## src/rtl/ecc_fix_pkg.sv

```systemverilog
package ecc_fix_pkg;
  localparam int MAX_ERR = 4;
  localparam int CNT_W   = $clog2(MAX_ERR + 1);
  localparam int IDX_W   = $clog2(MAX_ERR);

  typedef enum logic [3:0] {
    S_IDLE,
    S_KICK,
    S_ARM,
    S_SETTLE,
    S_PICK,
    S_RD,
    S_MOD,
    S_WR,
    S_FIN
  } fix_state_t;

  localparam logic [3:0] CODE_CLEAN = 4'd0;
  localparam logic [3:0] CODE_FAIL  = 4'd1;
  localparam logic [3:0] CODE_BUSY  = 4'd4;
endpackage

```

## src/rtl/ecc_slot_pick.sv

```systemverilog
module ecc_slot_pick #(
  parameter int RAW_W = 10,
  parameter int VAL_W = 8
) (
  input  logic [1:0][31:0]  addr_words,
  input  logic [1:0][31:0]  val_words,
  input  logic [ecc_fix_pkg::IDX_W-1:0] idx,
  output logic [RAW_W-1:0]  raw_addr,
  output logic [VAL_W-1:0]  err_val
);
  localparam int HALF = 16;

  logic [1:0][HALF-1:0] addr_half;
  logic [1:0][HALF-1:0] val_half;

  // idx[1] picks the word, idx[0] picks the half inside it
  for (genvar h = 0; h < 2; h++) begin : g_half
    assign addr_half[h] = addr_words[idx[1]][h*HALF +: HALF];
    assign val_half[h]  = val_words[idx[1]][h*HALF +: HALF];
  end

  assign raw_addr = addr_half[idx[0]][RAW_W-1:0];
  assign err_val  = val_half[idx[0]][VAL_W-1:0];
endmodule

```

## src/rtl/ecc_loc_xlate.sv

```systemverilog
module ecc_loc_xlate #(
  parameter int RAW_W      = 10,
  parameter int DATA_BYTES = 512,
  parameter int ADDR_BIAS  = 519
) (
  input  logic [RAW_W-1:0]              raw_addr,
  output logic [$clog2(DATA_BYTES)-1:0] byte_idx,
  output logic                          in_range
);
  localparam int BA_W = $clog2(DATA_BYTES);
  localparam int DW   = RAW_W + 2;

  logic [DW-1:0] diff;

  assign diff     = DW'(ADDR_BIAS) - DW'(raw_addr);
  assign in_range = !diff[DW-1] && (diff < DW'(DATA_BYTES));
  assign byte_idx = diff[BA_W-1:0];
endmodule

```

## src/rtl/ecc_arm_timer.sv

```systemverilog
module ecc_arm_timer #(
  parameter int WAIT_TMO = 64
) (
  input  logic clk,
  input  logic rst_n,
  input  logic clear,
  input  logic run,
  output logic expired
);
  localparam int TW = $clog2(WAIT_TMO + 1);

  logic [TW-1:0] cnt;

  always_ff @(posedge clk or negedge rst_n) begin
    if (!rst_n)                 cnt <= '0;
    else if (clear)             cnt <= '0;
    else if (run && !expired)   cnt <= cnt + 1'b1;
  end

  assign expired = run && (cnt == TW'(WAIT_TMO - 1));
endmodule

```

## src/rtl/ecc_fix_unit.sv

```systemverilog
module ecc_fix_unit #(
  parameter int DATA_BYTES = 512,
  parameter int ADDR_BIAS  = 519,
  parameter int RAW_W      = 10,
  parameter int VAL_W      = 8,
  parameter int WAIT_TMO   = 64
) (
  input  logic                          clk,
  input  logic                          rst_n,
  input  logic                          job_valid,
  output logic                          job_ready,
  input  logic                          syn_nonzero,
  output logic                          calc_go,
  input  logic [3:0]                    eng_state,
  input  logic [1:0]                    err_cnt_fld,
  input  logic [31:0]                   err_addr_w0,
  input  logic [31:0]                   err_addr_w1,
  input  logic [31:0]                   err_val_w0,
  input  logic [31:0]                   err_val_w1,
  output logic                          buf_en,
  output logic                          buf_we,
  output logic [$clog2(DATA_BYTES)-1:0] buf_addr,
  output logic [VAL_W-1:0]              buf_wdata,
  input  logic [VAL_W-1:0]              buf_rdata,
  output logic                          done,
  output logic [ecc_fix_pkg::CNT_W-1:0] corr_cnt,
  output logic                          uncorrectable
);
  import ecc_fix_pkg::*;

  localparam int BA_W = $clog2(DATA_BYTES);

  fix_state_t          st, st_nx;
  logic [1:0][31:0]    addr_q, val_q;
  logic [IDX_W-1:0]    idx_q;
  logic [IDX_W-1:0]    last_q;
  logic [VAL_W-1:0]    fix_q;
  logic [CNT_W-1:0]    cnt_q;
  logic                fail_q;
  logic [RAW_W-1:0]    raw_cur;
  logic [VAL_W-1:0]    val_cur;
  logic [BA_W-1:0]     idx_byte;
  logic                idx_ok;
  logic                tmo_hit;
  logic                accept;
  logic                is_last;

  assign accept  = job_valid && job_ready;
  assign is_last = (idx_q == last_q);

  ecc_slot_pick #(.RAW_W(RAW_W), .VAL_W(VAL_W)) pick_i (
    .addr_words (addr_q),
    .val_words  (val_q),
    .idx        (idx_q),
    .raw_addr   (raw_cur),
    .err_val    (val_cur)
  );

  ecc_loc_xlate #(.RAW_W(RAW_W), .DATA_BYTES(DATA_BYTES), .ADDR_BIAS(ADDR_BIAS)) xlate_i (
    .raw_addr (raw_cur),
    .byte_idx (idx_byte),
    .in_range (idx_ok)
  );

  ecc_arm_timer #(.WAIT_TMO(WAIT_TMO)) tmr_i (
    .clk     (clk),
    .rst_n   (rst_n),
    .clear   (st == S_KICK),
    .run     (st == S_ARM),
    .expired (tmo_hit)
  );

  // next-state decode
  always_comb begin
    st_nx = st;
    unique case (st)
      S_IDLE:   if (accept) st_nx = syn_nonzero ? S_KICK : S_FIN;
      S_KICK:   st_nx = S_ARM;
      S_ARM:    if (eng_state >= CODE_BUSY || tmo_hit) st_nx = S_SETTLE;
      S_SETTLE: begin
        if (eng_state == CODE_CLEAN || eng_state == CODE_FAIL) st_nx = S_FIN;
        else if (eng_state < CODE_BUSY)                        st_nx = S_PICK;
      end
      S_PICK:   begin
        if (idx_ok)       st_nx = S_RD;
        else if (is_last) st_nx = S_FIN;
      end
      S_RD:     st_nx = S_MOD;
      S_MOD:    st_nx = S_WR;
      S_WR:     st_nx = is_last ? S_FIN : S_PICK;
      S_FIN:    st_nx = S_IDLE;
      default:  st_nx = S_IDLE;
    endcase
  end

  always_ff @(posedge clk or negedge rst_n) begin
    if (!rst_n) st <= S_IDLE;
    else        st <= st_nx;
  end

  // job results and slot walk
  always_ff @(posedge clk or negedge rst_n) begin
    if (!rst_n) begin
      cnt_q  <= '0;
      fail_q <= 1'b0;
      idx_q  <= '0;
      last_q <= '0;
      addr_q <= '0;
      val_q  <= '0;
      fix_q  <= '0;
    end else begin
      if (accept) begin
        cnt_q  <= '0;
        fail_q <= 1'b0;
      end
      if (st == S_SETTLE) begin
        if (eng_state == CODE_FAIL) fail_q <= 1'b1;
        if (eng_state > CODE_FAIL && eng_state < CODE_BUSY) begin
          addr_q <= {err_addr_w1, err_addr_w0};
          val_q  <= {err_val_w1, err_val_w0};
          last_q <= IDX_W'(err_cnt_fld);
          idx_q  <= '0;
        end
      end
      if (st == S_PICK && !idx_ok && !is_last) idx_q <= idx_q + 1'b1;
      if (st == S_MOD) fix_q <= buf_rdata ^ val_cur;
      if (st == S_WR) begin
        cnt_q <= cnt_q + 1'b1;
        if (!is_last) idx_q <= idx_q + 1'b1;
      end
    end
  end

  assign job_ready     = (st == S_IDLE);
  assign calc_go       = (st == S_KICK);
  assign buf_en        = (st == S_RD) || (st == S_WR);
  assign buf_we        = (st == S_WR);
  assign buf_addr      = buf_en ? idx_byte : '0;
  assign buf_wdata     = buf_we ? fix_q : '0;
  assign done          = (st == S_FIN);
  assign corr_cnt      = cnt_q;
  assign uncorrectable = fail_q;
endmodule

```

## config.mk

```make
export PLATFORM = sky130hd
export DESIGN_NAME = ecc_fix_unit
export DESIGN_NICKNAME = d
export VERILOG_FILES = /design/src/rtl/ecc_fix_pkg.sv /design/src/rtl/ecc_slot_pick.sv /design/src/rtl/ecc_loc_xlate.sv /design/src/rtl/ecc_arm_timer.sv /design/src/rtl/ecc_fix_unit.sv
export SDC_FILE = /design/constraint.sdc
export NUM_CORES = 1
export LEC_CHECK = 0
export BUFFER_PORTS_ARGS = -buffer_cell sky130_fd_sc_hd__buf_2
export CAP_MARGIN = 25
export CORE_UTILIZATION = 45
export DETAILED_ROUTE_END_ITERATION = 12
export PLACE_DENSITY = 0.73
export SLEW_MARGIN = 10
export SYNTH_ARGS = -nofsm -noshare
export SYNTH_HDL_FRONTEND = slang
export SYNTH_SLANG_ARGS = --single-unit
```

## constraint.sdc

```tcl
create_clock -name clk -period 4.9 [get_ports clk]
set_clock_uncertainty 0.2 [all_clocks]
set_input_delay 0.49 -clock clk [delete_from_list [all_inputs] [get_ports clk]]
set_output_delay 0.49 -clock clk [all_outputs]
set_load 0.005 [all_outputs]
```

==> results.json, run 1 <==
{
  "outcome": "completed",
  "ys.warnings.count": 0,
  "met3WireLength_um": 432,
  "max-slew-margin-rel_pct": 32.8,
  "largest_net_degree_at_the_start_of_global_routing": 77,
  "synth_enable_flop_cells": 0,
  "crit_buf_inv": 2,
  "syn-num-nets": 522,
  "post_synthesis_mux_area_share_pct": 27.5,
  "final_hold_viol_count": 0,
  "place_inst": 605,
  "stdcell_count": 622,
  "combinational_family_with_the_most_area_after_synthesis": "multiplexers",
  "grt_setup_unrepaired": "false",
  "timing.final.setup_violations": 0,
  "htree_levels": 3,
  "cts_made_buffers": 9,
  "cts.sink_count": 99,
  "cts.clk_slew.worst_paths_ps": 90,
  "multiInputGateArea_mm2": 0.00219,
  "delay_of_the_slowest_critical_path_stage_ps": 640,
  "grt_pass1_wl_um": 16600,
  "avgViaCountPerCell": 5.25,
  "layout_commonest_cell": "sky130_fd_sc_hd__buf_2",
  "core_mm2": 0.0103,
  "layout-drive-gt1-share_pct": 46.1,
  "timing.critical_path.required_ps": 4210,
  "route.antenna.remaining_nets": 0,
  "largest_fanout_on_the_critical_path": 19,
  "detailed_router_s_first_iteration_violation_count": 156,
  "dp_hpwl_um": 7120,
  "routed-wl-met2_um": 4760,
  "synthAdderAreaFrac_pct": 0.781,
  "vdd_ir_drop_max_v": 0.000260,
  "routed_wire_length_per_instance_um": 16.0,
  "grt_remaining_overflow": 0,
  "portbufs": 115,
  "synthesized_area_fraction_occupied_by_and_or_nand_nor_cells_pct": 8.88,
  "post_cts.repair.setup_buffers": 0,
  "register_bit_count_reported_by_yosys": 99,
  "slowest_cell_on_the_critical_path": "sky130_fd_sc_hd__mux4_1",
  "crit_path_cells": "buf_4 > mux4_1 > or3_4 > nor3b_1 > xor2_1 > nor2_1 > buf_2",
  "synth_ff_type": "sky130_fd_sc_hd__dfrtp_1",
  "critical-path-top-delay-family": "simple AND/OR/NAND/NOR gates",
  "layout.cells.most_common_list": "sky130_fd_sc_hd__buf_2 (114), sky130_fd_sc_hd__dfrtp_1 (99), sky130_fd_sc_hd__mux2_2 (74)",
  "route.layer.met1.wl_um": 4610,
  "final-max-slew-violation-count": 0,
  "yosys.area_share.xor_xnor_pct": 3.46,
  "syn-cell-area_mm2": 0.00480,
  "cts.path.max_buffers": 2,
  "fp.dieW_um": 105,
  "layout.nets": 630,
  "synth-async-reset-ratio_pct": 100,
  "first_global_vias": 3444,
  "drv.max_cap_violation_count": 0,
  "critical_path_class": "register to output port",
  "track_usage_pct": 19.4,
  "top_level_ports": 172,
  "top_layer": "met4",
  "fraction_of_the_mapped_netlist_area_in_compound_gates_pct": 4.79,
  "gp_congestion": 0.840,
  "pwrdens_mw_per_mm2": 596,
  "drc": 0,
  "worstSetupEndpointType": "output port",
  "max_slew.worst_pin.slew_ps": 1010,
  "startpoint_type": "register",
  "detailedRoute.firstPassIterationCount": 4,
  "final.period_utilization_pct": 76.4,
  "die_height_um": 105,
  "final_period_minus_worst_setup_slack_ps": 3740,
  "syn_area_per_cell_um2": 12.9,
  "start_util_pct": 46.5,
  "antenna_cells_inserted": 0,
  "clock_latency_ps": 350,
  "grt_antenna_before_repair": 0,
  "vias": 3268,
  "syn-instance-count": 373,
  "critical_path_arrival_ps": 3050,
  "worstHoldPathType": "input pin to register",
  "num-fill-cells": 881,
  "clock_tree_from_tritoncts": "built",
  "fp.dieArea_mm2": 0.0111,
  "synth_seq_area_share_pct": 51.6,
  "tns_ps": 0,
  "synth.lib_cells_used.distinct": 45,
  "max_freq_mhz": 267,
  "synthToLayoutAreaGrowth_pct": 17.8,
  "static-leakage-power_nw": 2.77,
  "rows": 37,
  "cts_root_buf": "sky130_fd_sc_hd__clkbuf_8",
  "postRouteWirelength_um": 9940,
  "ff_latch_area_mm2": 0.00248
}
worst register-to-register path, delay by kind of cell, from the launching register on:
family,cells,cell delay (ps)
AOI/OAI and AO/OA,2,540
adders and majority gates,1,180
buffers and inverters,2,170
muxes,2,780
and+or+nand+nor,2,630
DFF,1,620
timing repair:
action | in CTS | in global routing
hold buffers | 1 | 0
resized for setup | 0 | 0
hold endpoints to repair | 47 | 0
per-stage QoR:
stage	cell area [um2]	hold slack [ps]	setup WS, ps	utilization [%]	total power [mW]
floorplan	4800	-5.59	2110	-	2.54
CTS	5660	129	1090	54.8	3.41
global route	5660	126	951	54.8	3.65
global placement	5470	280	1520	53.0	2.84
finish	5660	145	1160	54.8	3.37
detailed placement	5470	285	1550	53.0	2.92
cell families (layout without fill, tap and decap cells):
group,count (synthesis),count (layout)
and+or+nand+nor,87,87
buffers and inverters,31,144
muxes,98,98
AOI/OAI and AO/OA,36,36
xor gates and xnor gates,19,19
adders and majority gates,3,3
DFF,99,99
cell type report:
cell class / instances / area share, %
clock buffers: 14 / 2.88
clock inverters: 2 / 0.177
inverters: 9 / 0.597
multi-input cells: 243 / 38.8
flip-flops and latches: 99 / 43.8
well taps: 136 / 3.01
repair buffers: 119 / 10.8
registers in the layout, indices dropped and copies added (netlist names):
name / cells
corr_cnt: 3
tmr_i.cnt: 7
last_q: 2
idx_q: 2
st: 4
val_q: 32
fix_q: 8
addr_q: 40
uncorrectable: 1
worst paths after layout:
check	cells after the start	slack, ps	startpoint	end
min in group asynchronous	2	470	rst_n	corr_cnt[2]
max reg2reg	9	1660	idx_q[1]	st[3]
min reg2reg	1	300	val_q[35]	val_q[35]
max in group asynchronous	3	2930	rst_n	addr_q[20]
min	3	140	eng_state[0]	uncorrectable
max	7	1160	idx_q[1]	buf_addr[8]
power breakdown:
group          total (mW)  internal (mW)  switching (mW)
logic                1.43          0.786           0.642
registers            1.46           1.20           0.257
clock network       0.482          0.212           0.269
total                3.37           2.20            1.17
per-layer routing:
layer | vias to the layer above | track usage, %
li1 | 1550 | -
met1 | 1620 | 26.1
met2 | 86 | 31.5
met3 | 12 | 4.27
met4 | 0 | 6.14
met5 | - | 0
synthesized netlist by cell type, types with 3 or more instances:
cell | count | share of area (%)
sky130_fd_sc_hd__a21o_1 | 3 | 0.47
sky130_fd_sc_hd__o31ai_1 | 4 | 0.63
sky130_fd_sc_hd__xnor2_1 | 10 | 1.8
sky130_fd_sc_hd__inv_1 | 9 | 0.70
sky130_fd_sc_hd__buf_2 | 5 | 0.52
sky130_fd_sc_hd__mux4_1 | 7 | 3.8
sky130_fd_sc_hd__nor3_1 | 7 | 0.73
sky130_fd_sc_hd__nand2b_1 | 4 | 0.52
sky130_fd_sc_hd__a21oi_1 | 13 | 1.4
sky130_fd_sc_hd__xor2_1 | 9 | 1.6
sky130_fd_sc_hd__clkbuf_1 | 15 | 1.2
sky130_fd_sc_hd__ha_1 | 3 | 0.78
sky130_fd_sc_hd__nor2_1 | 31 | 2.4
sky130_fd_sc_hd__o21ai_0 | 6 | 0.63
sky130_fd_sc_hd__mux2_2 | 74 | 17
sky130_fd_sc_hd__and3_1 | 11 | 1.4
sky130_fd_sc_hd__dfrtp_1 | 99 | 52
sky130_fd_sc_hd__nand3_1 | 3 | 0.31
sky130_fd_sc_hd__mux4_2 | 10 | 4.7
sky130_fd_sc_hd__nand2_1 | 17 | 1.3
sky130_fd_sc_hd__mux2i_1 | 5 | 1.0
Power figures use the tool's default switching activity.
==> run 2: changes to the inputs <==
- PLACE_DENSITY: 0.73 -> 0.76
- clock period: 4.9 -> 3.2 ns (I/O delays scaled with it)
==> run 2 against run 1 <==
  * Sequential power is 53% higher
  * Global-route usage is 1.6 points higher
  * Sequential share of layout area is 6.2 points lower
  * Worst setup slack worse by 1100 ps
  * Worst hold slack worse by 100 ps
  * Register-to-register slack worse by 1500 ps
  * Critical endpoint is now buf_addr[7]
==> results.json, run 2 (synthesized netlist as in run 1, its figures left out) <==
{
  "max-slew-margin-rel_pct": 37.8,
  "grt_most_used_layer": "met2",
  "cts.path.max_buffers": 2,
  "htree_levels": 3,
  "reg2regPathDepth": 10,
  "power.internal_mw": 3.69,
  "max_slew.worst_pin.slew_ps": 933,
  "layout.nets": 717,
  "critPathLaunch": "idx_q[1]",
  "vdd_ir_drop_max_v": 0.000508,
  "start_util_pct": 46.5,
  "detailedRoute.firstPassIterationCount": 4,
  "clock_latency_ps": 370,
  "portbufs": 115,
  "postRouteWirelength_um": 11200,
  "max_freq_mhz": 316,
  "static-leakage-power_nw": 3.16,
  "largest-register": "addr_q",
  "timing.critical_path.required_ps": 2680,
  "power.combinational.fraction_pct": 45.4,
  "share_seq_of_total_power_pct": 39.8,
  "cts_made_buffers": 9,
  "timing.final.setup_violations": 0,
  "largest_fanout_on_the_critical_path": 5,
  "grt_pass1_wl_um": 18000,
  "grt_use_met1_pct": 25.2,
  "outcome": "completed",
  "largest_net_degree_at_the_start_of_global_routing": 77,
  "avgViaCountPerCell": 5.11,
  "layout-drive-gt1-share_pct": 42.8,
  "cts_root_buf": "sky130_fd_sc_hd__clkbuf_8",
  "critical_path_class": "register to output port",
  "switching_power_mw": 1.92,
  "drc": 0,
  "final_hold_viol_count": 0,
  "fp.dieW_um": 105,
  "layout.cells.most_common_list": "sky130_fd_sc_hd__buf_2 (114), sky130_fd_sc_hd__dfrtp_1 (98), sky130_fd_sc_hd__dlygate4sd3_1 (76)",
  "dp_hpwl_um": 7020,
  "first_global_vias": 3779,
  "die_height_um": 105,
  "synthToLayoutAreaGrowth_pct": 37.2,
  "stdcell_count": 709,
  "min_delay_path_depth": 3,
  "track_usage_pct": 21.1,
  "worstSetupEndpointType": "output port",
  "grt_antenna_before_repair": 0,
  "cts.sink_count": 99,
  "final.period_utilization_pct": 98.9,
  "routed_wire_length_per_instance_um": 15.8,
  "met3_usage_pct": 4.45,
  "pwrdens_mw_per_mm2": 851,
  "top_level_ports": 172,
  "worst_hold_slack_ps": 40.4,
  "final_period_minus_worst_setup_slack_ps": 3160,
  "core_mm2": 0.0103,
  "fp.dieArea_mm2": 0.0111,
  "gp_congestion": 0.831,
  "postLayoutCellArea_mm2": 0.00659,
  "net_sw_share_pct": 34.3,
  "place_inst": 608,
  "finish.utilization_pct": 63.8,
  "vias": 3624,
  "pwr-share-clk_pct": 14.7,
  "min_from": "buf_rdata[1]",
  "final-max-slew-violation-count": 0,
  "placed_area_mm2": 0.00550,
  "grt_remaining_overflow": 0,
  "route.antenna.remaining_nets": 0,
  "max_reg_flops": 40,
  "grt_setup_unrepaired": "true",
  "use_met2_pct": 37.4,
  "drv.max_cap_violation_count": 0,
  "cts.clk_slew.worst_paths_ps": 90,
  "critical_path_arrival_ps": 2640,
  "reg_top3": "addr_q x40, val_q x32, fix_q x8",
  "worstHoldPathType": "input pin to register",
  "antenna_cells_inserted": 0,
  "layout_commonest_cell": "sky130_fd_sc_hd__buf_2",
  "startpoint_type": "register",
  "rows": 37,
  "clock_tree_from_tritoncts": "built",
  "regToRegStartpoint": "idx_q[1]",
  "detailed_router_s_first_iteration_violation_count": 164
}
run 2: cell types whose count changed in the layout (fill, tap and decap cells not counted), sizes merged:
| cell | change |
|---|---|
| buf | +11 |
| bufbuf | +1 |
| bufinv | +1 |
| clkbuf | -2 |
| clkinv | -1 |
| dlygate4sd3 | +75 |
| inv | +2 |
run 2: layer usage:
metal,routed length (um),vias up
met2,5860,94
met3,461,9
li1,-,1728
met4,113,0
met1,4780,1793
met5,0,-
run 2: critical path, cell delays in order (launching register included):
cell and delay (ps):
sky130_fd_sc_hd__dfrtp_2 460, sky130_fd_sc_hd__mux4_2 580, sky130_fd_sc_hd__inv_2 110, sky130_fd_sc_hd__ha_4 140, sky130_fd_sc_hd__inv_2 40, sky130_fd_sc_hd__or4_4 520, sky130_fd_sc_hd__nand2_2 70, sky130_fd_sc_hd__xor2_1 150
sky130_fd_sc_hd__nor2_1 60, sky130_fd_sc_hd__buf_2 140
run 2: metrics by stage:
| stage | setup WS [ps] | setup TNS [ps] | power [mW] |
|---|---|---|---|
| after floorplan | 408 | 0 | 3.89 |
| after global placement | 154 | 0 | 4.34 |
| after detailed placement | 76.2 | 0 | 4.46 |
| after CTS | 13.9 | 0 | 5.47 |
| after global routing | -44.2 | -87.6 | 5.97 |
| final | 35.3 | 0 | 5.61 |
run 2: final timing paths:
kind	to	slack [ps]
worst max-delay path	buf_addr[7]	40
worst min-delay path	fix_q[1]	40
worst max register to register	st[3]	140
worst min register to register	addr_q[41]	310
max in group asynchronous	fix_q[5]	1570
min in group asynchronous	corr_cnt[2]	410
run 2: power by group through the flow:
stage	Combinational, mW	Clock, mW	Sequential (mW)
floorplan	1.81	0	2.07
global placement	2.14	0	2.20
detailed placement	2.22	0	2.24
CTS	2.40	0.851	2.22
global route	2.77	0.896	2.31
finish	2.55	0.826	2.23
run 2: cell type report:
cell class,count,area (um2)
repair buffers,206,1490
fillers,783,3730
clock inverters,4,56.3
flip-flops and latches,99,2480
inverters,9,33.8
well taps,136,170
clock buffers,12,145
multi-input cells,243,2210
run 2: repair_timing:
item | in CTS | in global routing
gates cloned | 1 | 0
setup buffers | 2 | 6
pin swaps | 1 | 6
hold buffers | 76 | 0
setup endpoints to repair | 3 | 2
hold endpoints to repair | 145 | 0
gates resized for setup | 8 | 6
==> run 3: changes to the inputs <==
- CTS_BUF_LIST: unset -> sky130_fd_sc_hd__clkbuf_8
==> run 3 against run 2 <==
  * Clock power is 0.8% lower
  * Routed wire length hardly changed
  * Cell area stayed put
  * Final cell count stayed put
  * Worst hold slack worse by 0.74 ps
  * Core utilization stayed put
  * Die area stayed put
  * Sequential power hardly changed
  * Fmax hardly changed
  * Total power is 0.11% lower
  * Critical path depth stayed put
  * Critical endpoint unchanged
  * Highest routed layer unchanged
==> results.json, run 3 (synthesized netlist as in run 1, its figures left out) <==
{
  "cts.path.max_buffers": 2,
  "static-leakage-power_nw": 3.17,
  "largest_net_degree_at_the_start_of_global_routing": 77,
  "placed_area_mm2": 0.00550,
  "critPathLaunch": "idx_q[1]",
  "timing.critical_path.required_ps": 2680,
  "htree_levels": 3,
  "layout-drive-gt1-share_pct": 42.8,
  "rows": 37,
  "slowest_cell_on_the_critical_path": "sky130_fd_sc_hd__mux4_2",
  "core_mm2": 0.0103,
  "avgViaCountPerCell": 5.12,
  "routed_wire_length_per_instance_um": 15.8,
  "critical_path_arrival_ps": 2650,
  "grt_pass1_wl_um": 18000,
  "drc": 0,
  "detailed_router_s_first_iteration_violation_count": 165,
  "cts_made_buffers": 9,
  "crit_path_frequent_cell": "sky130_fd_sc_hd__inv_2",
  "reg2regPathDepth": 10,
  "share_seq_of_total_power_pct": 39.9,
  "fp.dieW_um": 105,
  "final-max-slew-violation-count": 0,
  "top_level_ports": 172,
  "final_hold_viol_count": 0,
  "clock_tree_from_tritoncts": "built",
  "tns_ps": 0,
  "postRouteWirelength_um": 11200,
  "layout.nets": 717,
  "final.period_utilization_pct": 98.9,
  "cts.sink_count": 99,
  "pwr-share-clk_pct": 14.6,
  "grt_remaining_overflow": 0,
  "vias": 3628,
  "first_global_vias": 3779,
  "finalPower_mw": 5.60,
  "ff_latch_area_mm2": 0.00248,
  "portbufs": 115,
  "clock_latency_ps": 370,
  "critical_path_class": "register to output port",
  "drv.max_cap_violation_count": 0,
  "dp_hpwl_um": 7020,
  "switching_power_mw": 1.92,
  "net_sw_share_pct": 34.3,
  "grt_setup_unrepaired": "true",
  "rr_endpoint": "st[3]",
  "critPathCapture": "buf_addr[7]",
  "cts.clk_slew.worst_paths_ps": 90,
  "gp_congestion": 0.831,
  "max_freq_mhz": 316,
  "worst_hold_slack_ps": 39.7,
  "power.combinational.fraction_pct": 45.5,
  "layout_commonest_cell": "sky130_fd_sc_hd__buf_2",
  "crit_buf_inv": 3,
  "min_from": "buf_rdata[1]",
  "place_inst": 608,
  "antenna_cells_inserted": 0,
  "power.internal_mw": 3.68,
  "cp_num_cells": 9,
  "synthToLayoutAreaGrowth_pct": 37.2,
  "cts_root_buf": "sky130_fd_sc_hd__clkbuf_8",
  "regToRegStartpoint": "idx_q[1]",
  "finish.utilization_pct": 63.8,
  "max_reg_flops": 40,
  "delay_of_the_slowest_critical_path_stage_ps": 580,
  "vdd_ir_drop_max_v": 0.000510,
  "timing.final.setup_violations": 0,
  "crit_path_cells": "mux4_2 > inv_2 > ha_4 > inv_2 > or4_4 > nand2_2 > xor2_1 > nor2_1 > buf_2",
  "reg_top3": "addr_q x40, val_q x32, fix_q x8",
  "setup_ws_ps": 34.4,
  "max_slew.worst_pin.slew_ps": 937,
  "max-slew-margin-rel_pct": 37.5,
  "track_usage_pct": 21.1,
  "layout.cells.most_common_list": "sky130_fd_sc_hd__buf_2 (114), sky130_fd_sc_hd__dfrtp_1 (98), sky130_fd_sc_hd__dlygate4sd3_1 (76)",
  "num-fill-cells": 783,
  "startpoint_type": "register",
  "largest_fanout_on_the_critical_path": 5,
  "start_util_pct": 46.5,
  "rrSetupSlack_ps": 140,
  "worstSetupEndpointType": "output port",
  "outcome": "completed",
  "die_height_um": 105,
  "grt_antenna_before_repair": 0,
  "multiInputGateArea_mm2": 0.00221,
  "final_period_minus_worst_setup_slack_ps": 3170,
  "stdcell_count": 709,
  "detailedRoute.firstPassIterationCount": 4,
  "pwrdens_mw_per_mm2": 850,
  "worstHoldPathType": "input pin to register",
  "postLayoutCellArea_mm2": 0.00659,
  "critical-path-top-delay-family": "simple AND/OR/NAND/NOR gates",
  "dp_slack_ps": 76.2,
  "fp.dieArea_mm2": 0.0111,
  "largest-register": "addr_q",
  "route.antenna.remaining_nets": 0
}
[run 3: per-layer routing]
| layer | global-route usage, % | wire length (um) | up-vias |
|---|---|---|---|
| li1 | - | - | 1726 |
| met4 | 7.55 | 115 | 0 |
| met3 | 4.45 | 474 | 10 |
| met5 | 0 | 0 | - |
| met2 | 37.4 | 5860 | 94 |
| met1 | 25.2 | 4770 | 1798 |
[run 3: layout make-up]
| class | count | area share [%] |
|---|---|---|
| clock inverters | 6 | 0.968 |
| inverters | 9 | 0.513 |
| well taps | 136 | 2.58 |
| clock buffers | 10 | 2.09 |
| flip-flops and latches | 99 | 37.6 |
| multi-input cells | 243 | 33.6 |
| repair buffers | 206 | 22.6 |
[run 3: worst min-delay path by stage]
stage / to / slack, ps / cells past startpoint
after floorplan: addr_q[0] / -180 / 0
after global placement: val_q[19] / 280 / 1
after detailed placement: addr_q[8] / 290 / 1
after CTS: fix_q[4] / 20 / 3
after global routing: fix_q[2] / 30 / 3
final: fix_q[1] / 40 / 3
[run 3: worst reg2reg max path: cells and delay by family, from the launching register on]
family,cells,cell delay (ps)
buffers and inverters,3,310
AO/OA/AOI/OAI,2,480
multiplexers,2,740
adder cells (fa/ha/maj),1,150
flip-flops,1,460
AND/OR/NAND/NOR,2,600
[run 3: what timing repair did]
action | CTS | global route
endpoints found under the hold margin | 145 | 0
pin swaps | 1 | 6
resized for setup | 8 | 6
hold buffers | 76 | 0
endpoints found under the setup margin | 3 | 2
buffers inserted | 2 | 6
cloned | 1 | 0
[run 3: power by group through the flow]
| stage | combinational, mW | sequential (mW) | clock [mW] |
|---|---|---|---|
| 3_5_place_dp | 2.22 | 2.24 | 0 |
| 2_1_floorplan | 1.81 | 2.07 | 0 |
| 5_1_grt | 2.77 | 2.31 | 0.889 |
| 6_report | 2.55 | 2.24 | 0.819 |
| 3_3_place_gp | 2.14 | 2.20 | 0 |
| 4_1_cts | 2.40 | 2.22 | 0.845 |
